==> src/rtl/spm_pkg.sv <==
package spm_pkg;
  localparam int unsigned PORT_W = 8;
  localparam logic [1:0] ADDR_DATA = 2'd0;
  localparam logic [1:0] ADDR_PIN  = 2'd1;
  localparam logic [1:0] ADDR_DIR  = 2'd2;

  typedef enum logic [1:0] {
    OWN_GPIO = 2'd0,
    OWN_SPI  = 2'd1,
    OWN_SER1 = 2'd2,
    OWN_SER0 = 2'd3
  } owner_e;

  // fixed group of each pin; ownership is taken only if that group is enabled
  function automatic owner_e pin_group(input int unsigned idx);
    if (idx >= 4) return OWN_SPI;
    else if (idx >= 2) return OWN_SER1;
    else return OWN_SER0;
  endfunction
endpackage

==> src/rtl/spm_sync.sv <==
module spm_sync #(
  parameter int unsigned WIDTH  = 8,
  parameter int unsigned STAGES = 2
) (
  input  logic             clk_i,
  input  logic             rst_ni,
  input  logic [WIDTH-1:0] d_i,
  output logic [WIDTH-1:0] q_o
);
  logic [WIDTH-1:0] stage_q [STAGES];

  for (genvar s = 0; s < STAGES; s++) begin : g_stage
    always_ff @(posedge clk_i or negedge rst_ni) begin
      if (!rst_ni) stage_q[s] <= '0;
      else if (s == 0) stage_q[s] <= d_i;
      else stage_q[s] <= stage_q[(s == 0) ? 0 : s-1];
    end
  end

  assign q_o = stage_q[STAGES-1];
endmodule

==> src/rtl/spm_regs.sv <==
module spm_regs
  import spm_pkg::*;
#(
  parameter int unsigned WIDTH = PORT_W
) (
  input  logic             clk_i,
  input  logic             rst_ni,
  input  logic [1:0]       addr_i,
  input  logic             wr_i,
  input  logic [WIDTH-1:0] wdata_i,
  input  logic [WIDTH-1:0] pin_sync_i,
  output logic [WIDTH-1:0] rdata_o,
  output logic [WIDTH-1:0] data_o,
  output logic [WIDTH-1:0] dir_o
);
  logic [WIDTH-1:0] data_q, dir_q;

  // data register deliberately has no reset
  always_ff @(posedge clk_i) begin
    if (wr_i && addr_i == ADDR_DATA) data_q <= wdata_i;
  end

  always_ff @(posedge clk_i or negedge rst_ni) begin
    if (!rst_ni) dir_q <= '0;
    else if (wr_i && addr_i == ADDR_DIR) dir_q <= wdata_i;
  end

  always_comb begin
    unique case (addr_i)
      ADDR_DATA: rdata_o = (data_q & dir_q) | (pin_sync_i & ~dir_q);
      ADDR_PIN:  rdata_o = pin_sync_i;
      ADDR_DIR:  rdata_o = dir_q;
      default:   rdata_o = '0;
    endcase
  end

  assign data_o = data_q;
  assign dir_o  = dir_q;
endmodule

==> src/rtl/spm_owner.sv <==
module spm_owner
  import spm_pkg::*;
(
  input  logic              spi_en_i,
  input  logic              ser1_en_i,
  input  logic              ser0_en_i,
  input  logic [PORT_W-1:0] per_out_i,
  input  logic [PORT_W-1:0] per_oe_i,
  input  logic [PORT_W-1:0] gpio_out_i,
  input  logic [PORT_W-1:0] gpio_dir_i,
  output logic [PORT_W-1:0] pin_out_o,
  output logic [PORT_W-1:0] pin_oe_o
);
  for (genvar p = 0; p < PORT_W; p++) begin : g_pin
    localparam owner_e GRP = pin_group(p);
    owner_e owner;

    always_comb begin
      owner = OWN_GPIO;
      unique case (GRP)
        OWN_SPI:  if (spi_en_i)  owner = OWN_SPI;
        OWN_SER1: if (ser1_en_i) owner = OWN_SER1;
        OWN_SER0: if (ser0_en_i) owner = OWN_SER0;
        default:  owner = OWN_GPIO;
      endcase
    end

    assign pin_out_o[p] = (owner == OWN_GPIO) ? gpio_out_i[p] : per_out_i[p];
    assign pin_oe_o[p]  = (owner == OWN_GPIO) ? gpio_dir_i[p] : per_oe_i[p];
  end
endmodule

==> src/rtl/serial_pin_mux.sv <==
module serial_pin_mux
  import spm_pkg::*;
#(
  parameter int unsigned SYNC_STAGES = 2
) (
  input  logic       clk_i,
  input  logic       rst_ni,
  input  logic [1:0] bus_addr_i,
  input  logic       bus_wr_i,
  input  logic [7:0] bus_wdata_i,
  output logic [7:0] bus_rdata_o,
  input  logic       spi_en_i,
  input  logic       ser1_en_i,
  input  logic       ser0_en_i,
  input  logic [3:0] spi_out_i,
  input  logic [3:0] spi_oe_i,
  input  logic       ser1_txd_i,
  input  logic       ser1_tx_oe_i,
  input  logic       ser0_txd_i,
  input  logic       ser0_tx_oe_i,
  input  logic [7:0] pin_in_i,
  output logic [7:0] pin_out_o,
  output logic [7:0] pin_oe_o,
  output logic [3:0] spi_in_o,
  output logic       ser1_rxd_o,
  output logic       ser0_rxd_o
);
  logic [PORT_W-1:0] sync_w, data_w, dir_w, per_out_w, per_oe_w;

  spm_sync #(.WIDTH(PORT_W), .STAGES(SYNC_STAGES)) u_sync (
    .clk_i (clk_i),
    .rst_ni(rst_ni),
    .d_i   (pin_in_i),
    .q_o   (sync_w)
  );

  spm_regs #(.WIDTH(PORT_W)) u_regs (
    .clk_i     (clk_i),
    .rst_ni    (rst_ni),
    .addr_i    (bus_addr_i),
    .wr_i      (bus_wr_i),
    .wdata_i   (bus_wdata_i),
    .pin_sync_i(sync_w),
    .rdata_o   (bus_rdata_o),
    .data_o    (data_w),
    .dir_o     (dir_w)
  );

  // receive pins (2, 0) are forced to input when owned
  assign per_out_w = {spi_out_i, ser1_txd_i, 1'b0, ser0_txd_i, 1'b0};
  assign per_oe_w  = {spi_oe_i, ser1_tx_oe_i, 1'b0, ser0_tx_oe_i, 1'b0};

  spm_owner u_owner (
    .spi_en_i  (spi_en_i),
    .ser1_en_i (ser1_en_i),
    .ser0_en_i (ser0_en_i),
    .per_out_i (per_out_w),
    .per_oe_i  (per_oe_w),
    .gpio_out_i(data_w),
    .gpio_dir_i(dir_w),
    .pin_out_o (pin_out_o),
    .pin_oe_o  (pin_oe_o)
  );

  assign spi_in_o   = sync_w[7:4];
  assign ser1_rxd_o = sync_w[2];
  assign ser0_rxd_o = sync_w[0];
endmodule

==> config.mk <==
export PLATFORM = sky130hd
export DESIGN_NAME = serial_pin_mux
export DESIGN_NICKNAME = d
export VERILOG_FILES = /design/src/rtl/spm_pkg.sv /design/src/rtl/spm_sync.sv /design/src/rtl/spm_regs.sv /design/src/rtl/spm_owner.sv /design/src/rtl/serial_pin_mux.sv
export SDC_FILE = /design/constraint.sdc
export NUM_CORES = 1
export LEC_CHECK = 0
export ABC_AREA = 1
export BUFFER_PORTS_ARGS = -buffer_cell sky130_fd_sc_hd__buf_2
export CORE_UTILIZATION = 47
export DETAILED_ROUTE_END_ITERATION = 12
export PLACE_DENSITY = 0.79
export SYNTH_ARGS = -nofsm -noshare
export SYNTH_HDL_FRONTEND = slang
export SYNTH_SLANG_ARGS = --single-unit
==> constraint.sdc <==
create_clock -name clk_i -period 0.8 [get_ports clk_i]
set_input_delay 0.12 -clock clk_i [delete_from_list [all_inputs] [get_ports clk_i]]
set_output_delay 0.12 -clock clk_i [all_outputs]
set_load 0.05 [all_outputs]
* Yosys cells after proc, flatten, opt, wreduce, memory -nomap -nowiden
Index checks and enable logic that the tools add are counted.
** Operators by class
- Reductions and logical operators :: 6
- Muxes and demuxes :: 20
- Eq/ne operators :: 2
- Bitwise logic cells :: 4
** Operators by type and width (number)
- 8-bit case mux with 3 select lines :: 1
- 1-bit 2-to-1 mux :: 17
- 8-bit AND :: 2
- 2-bit logical NOT :: 4
- 8-bit NOT :: 1
- 8-bit bitwise OR :: 1
- 2-bit 2-to-1 mux :: 2
- 2-bit by 1-bit equality test with 1-bit output, second input constant :: 1
- 2-bit equality test, second input constant :: 1
- 1-bit logical AND :: 2
** Storage, ports and cells
- Register bits after elaboration :: 32
- Logic and storage cells :: 36
- Input port bits :: 36
- Output and inout port bits :: 30

* Logic depth before layout (Yosys ltp)
Gate-level depths: netlist of the first run.
- Depth in word-level cells :: 4
- Mapped depth :: 6
- Depth with buffers taken out :: 5

* Modules after synthesis
Synthesis of the first run repeated with hierarchy kept, for this count alone.
** Second synthesis, totals
- Cells, all modules :: 214
- Area, all modules :: 1645.3 um^2
** Modules (own cells, without submodules)
- spm_regs :: sequential area each 440.4 um^2, area an instance 978.4 um^2, instances 1, cells an instance 137
- spm_sync :: sequential area each 400.4 um^2, area an instance 460.4 um^2, instances 1, cells an instance 24
- spm_owner :: sequential area each 0.0 um^2, area an instance 202.7 um^2, instances 1, cells an instance 52
- serial_pin_mux :: sequential area each 0.0 um^2, area an instance 3.8 um^2, instances 1, cells an instance 1

* Worst setup path after synthesis of the first run
No wires, ideal clock.
- Path kind :: flip-flop to output port
- Start :: register u_regs.dir_q[4] (netlist: u_regs.dir_o[4])
- End :: output pin_oe_o[4]
- Cell stages (with the launch flop) :: 3
- Data arrival time :: 1.518 ns
- Required time :: 0.680 ns
- Slack :: -0.838 ns
- Buffers on the path :: 0
- Cell sequence :: dfrtp_1 -> inv_1 -> o21ai_0
** Between the ends
- Word-level cells in the longest chain between the ends :: 1
** Ends and longest elaborated chain
- start, declared :: line spm_regs.sv:16 : logic [WIDTH-1:0] data_q, dir_q;
- start signal, assigned :: line spm_regs.sv:25 : else if (wr_i && addr_i == ADDR_DIR) dir_q <= wdata_i;
- 1-bit 2-to-1 mux :: line spm_owner.sv:29 : assign pin_oe_o[p] = (owner == OWN_GPIO) ? gpio_dir_i[p] : per_oe_i[p];
- end, declared :: line serial_pin_mux.sv:23 : output logic [7:0] pin_oe_o,
Every way passes these cells.

* Worst setup path in the final report of the first run
- Start :: register u_regs.dir_q[3] (netlist: u_regs.dir_o[3])
- End :: output bus_rdata_o[3]
** Between the ends
- Word-level cells in the longest chain between the ends :: 4
- Elaborated cells between the ends (all ways) :: 5
- Those cells by class :: mux (1); bitwise (4)
** Ends and longest elaborated chain
- 8-bit NOT :: line spm_regs.sv:30 : ADDR_DATA: rdata_o = (data_q & dir_q) | (pin_sync_i & ~dir_q);
- 8-bit AND :: line spm_regs.sv:30
- 8-bit bitwise OR :: line spm_regs.sv:30
- 8-bit case mux with 3 select lines (*) :: line spm_regs.sv:29 : unique case (addr_i)
- end, declared :: line serial_pin_mux.sv:11 : output logic [7:0] bus_rdata_o,
Mark *: on every way between the ends. The rest lies on a longest branch, timed or not.

==> results of run 1 <==
## cell usage after synthesis, drive strengths merged
master	instances	area [um2]
edfxtp	8	240
nor2	5	21.3
nand2	68	255
inv	35	134
nor3	1	5.00
nand3	25	143
clkinv	1	3.75
dfrtp	24	601
buf	7	57.6
o21ai	12	60.1
## cell families (layout without fill, tap and decap cells)
kind of cell	after synthesis	in the layout	share of synthesized area, %
AO/OA/AOI/OAI	12	12	3.95
buffers and inverters	43	152	12.8
flip-flops	32	32	55.3
other	0	1	0
AND/OR/NAND/NOR	99	99	27.9
## repair_timing
| action | CTS | global route |
|---|---|---|
| resized for setup | 105 | 26 |
| hold endpoints to repair | 47 | 0 |
| pin swaps | 6 | 10 |
| buffers inserted | 3 | 9 |
| setup endpoints to repair | 30 | 38 |
| hold buffers | 17 | 0 |
## state kept, by name (all words and copies together) (netlist names)
signal	count
u_regs.data_o	8
u_regs.dir_o	8
u_sync.q_o	8
u_sync.stage_q	8
## per-layer routing
layer / global-route usage [%] / share of wire [%]
met2: 58.6 / 50
met5: 0 / 0
met1: 36.7 / 33
met4: 18.7 / 7.4
met3: 9.45 / 9.4
## layout make-up
cell class,count,area share [%]
diodes,1,0.0859
clock buffers,6,1.42
clock inverters,2,0.430
inverters,36,4.90
multi-input cells,111,28.2
flip-flops and latches,32,29.2
well taps,44,1.89
repair buffers,108,33.9
## power groups by stage
stage	Combinational (W)	Sequential (W)	Clock, W
after global placement	0.00140	0.00194	0
after global routing	0.00220	0.00199	0.00106
after floorplan	0.00102	0.00194	0
after detailed placement	0.00142	0.00195	0
final	0.00213	0.00198	0.00101
after CTS	0.00187	0.00192	0.000930
## metrics by stage
step                util, %  power (W)  TNS, ps
finish                 95.4    0.00511   -15420
global route           95.4    0.00524   -16510
CTS                    91.9    0.00471   -12880
detailed placement     73.6    0.00337   -10130
global placement       73.6    0.00335    -9460
floorplan                 -    0.00296    -2070
## worst reg2reg max path, delay by kind of cell (launching register included)
kind | cells | cell delay [ps]
flops | 1 | 490
buf+inv | 2 | 260
simple gates | 2 | 120
## worst max path at each step
stage,slack [ps],endpoint,cells past startpoint
finish,-730,bus_rdata_o[3],5
global route,-760,bus_rdata_o[3],5
CTS,-550,bus_rdata_o[4],5
detailed placement,-360,bus_rdata_o[7],5
global placement,-340,bus_rdata_o[5],5
floorplan,-190,bus_rdata_o[0],4
==> reports/metrics.cfg, run 1 <==
[worst_setup_path]
crit_path_end_kind = output port
r2r-start = u_regs.dir_o[3]
path_cells = inv_2 > nand2_2 > nand3_2 > nand2_4 > buf_8
startpoint = u_regs.dir_o[3]
r2r_slack_ps = -160
rr_worst_depth = 4
arrival_ps = 1410
cp-start-kind = flop
cp_data_required_time_ps = 680
path_max_fanout = 4
cp_top_family = flip-flops
slowest_delay_ps = 500
path_buf_inv = 2
critPathSlowestCell = dfrtp_1
timing.rr.end = u_regs.dir_o[3]
worstSetupPathType = reg2out

[power]
swShare_pct = 41.3
p_seq_share_pct = 38.7
p_clk_share_pct = 19.7
p_leak_nw = 1.41
ir_drop_mv = 1.80
power.density_mw_per_mm2 = 1750
pwr-share-comb_pct = 41.6
p_sw_w = 0.00211
p_int_w = 0.00300

[sta]
maxSlewViolCount = 0
fin_crit_ps = 1530
rsz0062_at_grt = yes
slew_headroom_pct = 73.3
fin_crit_sh_pct = 191
worst_hold_slack_ps = 163
tightest_slew_ps = 399
clock-skew-final_ps = 7.85
finalSetupViolations = 42
setup_slack_ps = -729
final_hold_viol_count = 0
fmax_ghz = 0.654

[detailed_routing]
first_iter_violations = 171
ant_nets = 0
via_per_inst = 5.79
routed_wl_um = 7370
num_vias = 1969
remaining_drc_errors = 0
detail_route.wl_per_cell_um = 21.7
drtPass1Iterations = 5

[die]
core_area_mm2 = 0.00305
rows = 20
fp.dieH_um = 58.9
die_x_um = 58.9
die_area_mm2 = 0.00347
initial_core_util_pct = 49.8
boundaryPins = 66

[clocking]
cts_buffers = 5
clock-sinks = 32
cts_max_level = 2
ctsRootBufferMaster = clkbuf_4
worstSkewPairLatency_ps = 370
clk_path_buf_depth = 2
path_clk_slew_ps = 120
cts_tree = built

[synth]
synthDistinctLibCells = 17
syn_nets = 222
netlist_area_mm2 = 0.00152
yosys_warnings = 0
ys_ff_latch = 32
synth_area_per_cell_um2 = 8.17
seq_area_frac_synth_pct = 55.3
synthCells = 186

[run]
cap_viol_max_count = 0

[finish]
final-seq-area_um2 = 850
final_common_cell = nand2_1
final_cell_area_mm2 = 0.00291
nets = 330
syn2layout_area_growth_pct = 91.5
multi_input_area_um2 = 821
fill_cells = 79
mostFrequentLayoutCells = 50 x nand2_1, 34 x buf_2, 29 x buf_6
final_cells = 340
drive_gt1_share_pct = 62.4

[placed_design]
place_area_mm2 = 0.00225
dp_cells = 306
place.gp.congestion = 0.815
hpwl_um = 2890
dpl_worst_slack_ps = -363
io_buffers = 65

[grt]
antenna_found_initial = 1
grt_pass1_wl_um = 8170
grt_usage_pct = 33.6
globalRouteOverflowTotal = 0
grt_pass1_vias = 1806
grt_start_max_net_pins = 16

[run_status]
outcome = finished, violations left
violations = negative setup slack

[worst_hold_path]
hp-class = in2async

No activity file was read; power rests on OpenSTA's default activity.
==> run 2: changes to the inputs <==
--- a/config.mk
+++ b/config.mk
@@ -6,10 +6,10 @@
 export NUM_CORES = 1
 export LEC_CHECK = 0
 export ABC_AREA = 1
-export BUFFER_PORTS_ARGS = -buffer_cell sky130_fd_sc_hd__buf_2
-export CORE_UTILIZATION = 47
+export CORE_UTILIZATION = 55
 export DETAILED_ROUTE_END_ITERATION = 12
-export PLACE_DENSITY = 0.79
+export DONT_BUFFER_PORTS = 1
+export PLACE_DENSITY = 0.7
 export SYNTH_ARGS = -nofsm -noshare
 export SYNTH_HDL_FRONTEND = slang
 export SYNTH_SLANG_ARGS = --single-unit
==> run 2 against run 1 <==
The flow now stops in 4_1_cts. Synthesized cell count stayed put. Area after synthesis did not move.
==> reports/metrics.cfg, run 2 <==
[run_status]
outcome = stopped before the end
lastStage = 4_1_cts
error = [ERROR DPL-0033] detailed placement checks failed during check placement.

[synth]
synth_top_family_by_area = simple AND/OR/NAND/NOR gates
synth-edff-count = 8
synthMostInstantiatedCell = nand2_1
ys_top_cells_by_count = 68 x nand2_1, 32 x inv_1, 24 x dfrtp_1
synth_area_per_cell_um2 = 8.17
netlist_top_cells_area = dfrtp_1 40%, nand2_1 17%, edfxtp_1 16%
yosys_most_used_dff = dfrtp_1
yosysTopAreaCell = dfrtp_1
seq_area_frac_synth_pct = 55.3
synth_xor_area_share_pct = 0
synth_compound_area_share_pct = 3.95
synthCells = 186
netlist_area_mm2 = 0.00152
postSynth.asyncResetShare_pct = 75.0
yosys.area_share.simple_pct = 27.9
synthDistinctLibCells = 17
yosys_warnings = 0
synth.top_cell.area_share_pct = 39.5
synthMuxAreaShare_pct = 0
ys_ff_latch = 32
synth_fa_ha_area_share_pct = 0
syn_nets = 222

[die]
boundaryPins = 66
initial_core_util_pct = 59.7
rows = 18
die_x_um = 54.6
fp.dieH_um = 54.6

[placed_design]
place.gp.congestion = 0.814
io_buffers = 0
hpwl_um = 2760
dpl_worst_slack_ps = -169

[clocking]
cts_buffers = 5
clock-sinks = 32
clk_path_buf_depth = 2
post-cts-setup-buffers = 4
ctsResizeCount = 29
cts_hold_buf = 17
ctsRootBufferMaster = clkbuf_4
cts_max_level = 2

run 2: cells by family after synthesis:
family                 after synthesis
AOI/OAI and AO/OA                   12
DFF                                 32
and+or+nand+nor                     99
buffers and inverters               43
run 2: per-stage QoR:
step           cell area (um2)  std cells
2_1_floorplan             1780        186
3_3_place_gp              2170        238
3_5_place_dp              2170        238
==> run 3: changes to the inputs <==
--- a/config.mk
+++ b/config.mk
@@ -6,10 +6,10 @@
 export NUM_CORES = 1
 export LEC_CHECK = 0
 export ABC_AREA = 1
-export CORE_UTILIZATION = 55
+export CORE_UTILIZATION = 40
 export DETAILED_ROUTE_END_ITERATION = 12
 export DONT_BUFFER_PORTS = 1
-export PLACE_DENSITY = 0.7
+export PLACE_DENSITY_LB_ADDON = 0.15
 export SYNTH_ARGS = -nofsm -noshare
 export SYNTH_HDL_FRONTEND = slang
 export SYNTH_SLANG_ARGS = --single-unit
==> run 3 against run 2 <==
The flow now finishes, with violations (negative setup slack).
==> reports/metrics.cfg, run 3 (synthesis results as in run 1) <==
[run_status]
outcome = finished, violations left
violations = negative setup slack

[worst_setup_path]
critPathSlowestCell = dfrtp_1
worstSetupPathType = reg2out
path_max_fanout = 4
path_cells = nand3_1 > nand2_1 > inv_1 > nand2_4
rr_worst_depth = 3
startpoint = u_regs.dir_o[3]
crit_end = bus_rdata_o[3]
r2r_slack_ps = -10
timing.rr.end = u_regs.dir_o[2]
arrival_ps = 1100
cp-start-kind = flop
cp_data_required_time_ps = 680
r2r-start = u_regs.dir_o[2]
slowest_delay_ps = 410
crit_path_end_kind = output port

[placed_design]
place_area_mm2 = 0.00222
io_buffers = 0
place.gp.congestion = 0.769
hpwl_um = 2880
dpl_worst_slack_ps = -127

[finish]
mostFrequentLayoutCells = 51 x nand2_1, 24 x inv_2, 22 x dfrtp_1
nets = 281
final_cell_area_mm2 = 0.00274
syn2layout_area_growth_pct = 80.3
final_common_cell = nand2_1
antenna_cells = 0
drive_gt1_share_pct = 50.4

[clocking]
cts_max_level = 2
cts_tree = built
ctsRootBufferMaster = clkbuf_8
worstSkewPairLatency_ps = 280
path_clk_slew_ps = 70
cts_buffers = 5
clk_path_buf_depth = 2
clock-sinks = 32

[die]
rows = 22
initial_core_util_pct = 41.5
boundaryPins = 66
die_x_um = 63.7
die_area_mm2 = 0.00405
core_area_mm2 = 0.00366
fp.dieH_um = 63.7

[grt]
grt_start_max_net_pins = 25
grt_pass1_vias = 1403
globalRouteOverflowTotal = 0
antenna_found_initial = 0
grt_usage_pct = 22.0
grt_pass1_wl_um = 6640

[sta]
fmax_ghz = 0.819
clock-skew-final_ps = 2.05
finalSetupViolations = 31
rsz0062_at_grt = yes
slew_headroom_pct = 72.7
fin_crit_ps = 1220
fin_crit_sh_pct = 153
worst_hold_slack_ps = 91.8
tightest_slew_ps = 408
setup_slack_ps = -421
maxSlewViolCount = 0
final_hold_viol_count = 0

[detailed_routing]
first_iter_violations = 67
num_vias = 1437
routed_wl_um = 4310
ant_nets = 0
detail_route.wl_per_cell_um = 14.7
via_per_inst = 4.89
drtPass1Iterations = 6
remaining_drc_errors = 0

[power]
p_leak_nw = 1.25
ir_drop_mv = 1.63
power.density_mw_per_mm2 = 1800

[worst_hold_path]
hp-class = in2reg

[run]
cap_viol_max_count = 0

run 3: layer usage:
layer / GRT usage (%) / vias to the layer above / part of all wire (%)
met4: 6.53 / 0 / 2.3
met2: 40.3 / 54 / 54
li1: - / 686 / -
met3: 5.62 / 11 / 6.1
met5: 0 / - / 0
met1: 24.6 / 686 / 38
run 3: per-stage QoR:
step | utilization, % | power, W | TNS (ps) | instances
finish | 74.9 | 0.00494 | -10460 | 294
CTS | 70.1 | 0.00474 | -10090 | 282
floorplan | - | 0.00296 | -2070 | 186
global route | 74.9 | 0.00514 | -11700 | 294
global placement | 60.5 | 0.00336 | -1220 | 257
detailed placement | 60.5 | 0.00339 | -1670 | 257
run 3: repair_timing:
item,in CTS,in global routing
pin swaps,14,13
setup endpoints to repair,30,31
gates cloned,0,0
endpoints found under the hold margin,48,24
gates resized for setup,30,20
buffers inserted,1,11
hold buffers,16,2
run 3: report_power, final:
| part | leakage [nW] | internal [W] | total (W) | switching (W) |
|---|---|---|---|---|
| Sequential | 0.358 | 0.00180 | 0.00192 | 0.000119 |
| Combinational | 0.851 | 0.000751 | 0.00180 | 0.00105 |
| Clock | 0.0414 | 0.000617 | 0.00122 | 0.000604 |
| Total | 1.25 | 0.00317 | 0.00494 | 0.00177 |
run 3: worst min-delay path by stage:
stage | from | endpoint | slack, ps | cells past startpoint
finish | bus_wr_i | u_regs.dir_o[2] | 90 | 3
global route | bus_addr_i[1] | u_regs.dir_o[2] | 100 | 3
CTS | rst_ni | u_regs.dir_o[3] | -480 | 0
detailed placement | rst_ni | u_sync.stage_q[10] | -170 | 0
global placement | rst_ni | u_regs.dir_o[2] | -170 | 0
floorplan | rst_ni | u_regs.dir_o[0] | -180 | 0
run 3: worst max-delay path: cells and delay by family, from the launching register on:
kind                   cells  cell delay [ps]
buffers and inverters      1               60
AND/OR/NAND/NOR            3              340
flip-flops                 1              410
run 3: layout make-up:
| cell class | count | area [um2] |
|---|---|---|
| fill | 248 | 920 |
| sequential | 32 | 843 |
| multi-input combinational | 111 | 840 |
| timing repair buffer | 59 | 771 |
| inverter | 36 | 139 |
| clock buffer | 6 | 72.6 |
| tap | 48 | 60.1 |
| clock inverter | 2 | 16.3 |
==> run 4: changes to the inputs <==
--- a/config.mk
+++ b/config.mk
@@ -6,10 +6,13 @@
 export NUM_CORES = 1
 export LEC_CHECK = 0
 export ABC_AREA = 1
-export CORE_UTILIZATION = 40
+export CORE_AREA = 2 2 63 65
 export DETAILED_ROUTE_END_ITERATION = 12
+export DIE_AREA = 0 0 65 67
 export DONT_BUFFER_PORTS = 1
+export MAX_ROUTING_LAYER = met4
 export PLACE_DENSITY_LB_ADDON = 0.15
+export SETUP_SLACK_MARGIN = 0.2
 export SYNTH_ARGS = -nofsm -noshare
 export SYNTH_HDL_FRONTEND = slang
 export SYNTH_SLANG_ARGS = --single-unit
==> run 4 against run 3 <==
The flow finishes with violations (negative hold slack, negative setup slack). Global-route usage shrank 1.8 points. Fmax increased by 0.48%. Worst setup slack improved by 5.9 ps. Worst hold slack worse by 560 ps. Sequential share of layout area up 2.2 points. Final cell count is 6.1% lower. Die area rose by 7.5%. Clock skew increased by 1.3 ps. Sequential cell count stayed put. Total power is 0.38% higher. Critical endpoint is now pin_oe_o[3].
==> reports/metrics.cfg, run 4 (synthesis results as in run 1) <==
[sta]
clock-skew-final_ps = 3.33
final.setup.tns_ps = -9990
rsz0062_at_grt = yes
fin_crit_sh_pct = 152
worst_hold_slack_ps = -465
finalSetupViolations = 30
slew_headroom_pct = 78.2
final_hold_viol_count = 40
fmax_ghz = 0.823
maxSlewViolCount = 0
fin_crit_ps = 1220
tightest_slew_ps = 326
setup_slack_ps = -415

[finish]
final_common_cell = nand2_1
nets = 263
antenna_cells = 0
post-route-util_pct = 70.9
final-seq-area_um2 = 843
drive_gt1_share_pct = 49.6
syn2layout_area_growth_pct = 68.2
multi_input_area_um2 = 810
fill_cells = 256
final_cells = 276
mostFrequentLayoutCells = 50 x nand2_1, 22 x dfrtp_1, 19 x inv_2

[detailed_routing]
drtPass1Iterations = 4
routed_wl_um = 3970
remaining_drc_errors = 0
via_per_inst = 4.92
num_vias = 1357
detail_route.wl_per_cell_um = 14.4
first_iter_violations = 41
ant_nets = 0

[power]
p_seq_share_pct = 38.8
p_leak_nw = 1.17
total_power_w = 0.00496
ir_drop_mv = 1.69
p_int_w = 0.00332
swShare_pct = 33.1
p_sw_w = 0.00164
power.density_mw_per_mm2 = 1940
p_clk_share_pct = 28.8
pwr-share-comb_pct = 32.4

[worst_setup_path]
worstSetupPathType = reg2out
timing.rr.end = u_regs.dir_o[6]
crit_path_end_kind = output port
cp-start-kind = flop
r2r_slack_ps = 40
cp_data_required_time_ps = 680
r2r-start = u_regs.dir_o[6]
arrival_ps = 1100
rr_worst_depth = 3
path_max_fanout = 4

[clocking]
clk_path_buf_depth = 2
cts_tree = built
cts_hold_buf = 8
ctsRootBufferMaster = clkbuf_8
path_clk_slew_ps = 70
cts_buffers = 5
clock-sinks = 32
cts_max_level = 2
worstSkewPairLatency_ps = 270

[die]
boundaryPins = 66
die_area_mm2 = 0.00436
die_x_um = 65
rows = 22
core_area_mm2 = 0.00361
initial_core_util_pct = 42.2
fp.dieH_um = 67

[worst_hold_path]
hp-class = in2async

[grt]
grt_start_max_net_pins = 25
globalRouteOverflowTotal = 0
antenna_found_initial = 0
grt_usage_pct = 20.2
grt_pass1_wl_um = 6230
grt_pass1_vias = 1364

[run_status]
violations = negative hold slack, negative setup slack
outcome = finished, violations left

[run]
cap_viol_max_count = 0

[placed_design]
io_buffers = 0
dp_cells = 255
hpwl_um = 2770
place.gp.congestion = 0.875

[run 4: through the flow]
step	setup WS [ps]	instance area, um2
floorplan	-190	1800
global placement	-101	2190
detailed placement	-128	2190
CTS	-419	2470
global route	-470	2560
finish	-415	2560
[run 4: cell type report]
cell class                      count  share of cell area, %
Clock buffer                        7                   4.21
Multi-Input combinational cell    111                   31.7
Inverter                           36                   5.68
Tap cell                           48                   2.35
Timing Repair Buffer               41                   23.0
Clock inverter                      1                  0.147
Sequential cell                    32                   33.0
[run 4: worst max-delay path: stages (launching register included)]
cell     delay [ps]
dfrtp_1         420
inv_2            80
o21ai_4         160
buf_12          160
[run 4: worst max-delay path by stage]
stage | end | startpoint | cells past startpoint | slack [ps]
floorplan | bus_rdata_o[0] | u_sync.q_o[0] | 4 | -190
global placement | bus_rdata_o[4] | u_regs.dir_o[4] | 4 | -100
detailed placement | bus_rdata_o[3] | u_regs.dir_o[3] | 4 | -130
CTS | bus_rdata_o[5] | u_regs.dir_o[5] | 4 | -420
global route | bus_rdata_o[4] | u_regs.dir_o[4] | 4 | -470
finish | pin_oe_o[3] | u_regs.dir_o[3] | 3 | -420
[run 4: per-layer routing]
layer,GRT usage (%),vias to the layer above,share of wire [%]
li1,-,649,-
met1,22.8,645,39
met2,33.0,55,52
met3,6.25,8,6.8
met4,9.57,0,2.1
met5,-,-,0
[run 4: power groups by stage]
stage	Sequential, W	Clock (W)	Combinational (W)
6_report	0.00192	0.00143	0.00161
5_1_grt	0.00194	0.00158	0.00169
4_1_cts	0.00192	0.00147	0.00153
3_5_place_dp	0.00194	0	0.00143
3_3_place_gp	0.00193	0	0.00141
2_1_floorplan	0.00194	0	0.00103
[run 4: timing repair]
item	in CTS	in global routing
pin swaps	14	14
endpoints found under the hold margin	48	40
setup endpoints to repair	38	38
setup buffers	1	4
gates resized for setup	27	17
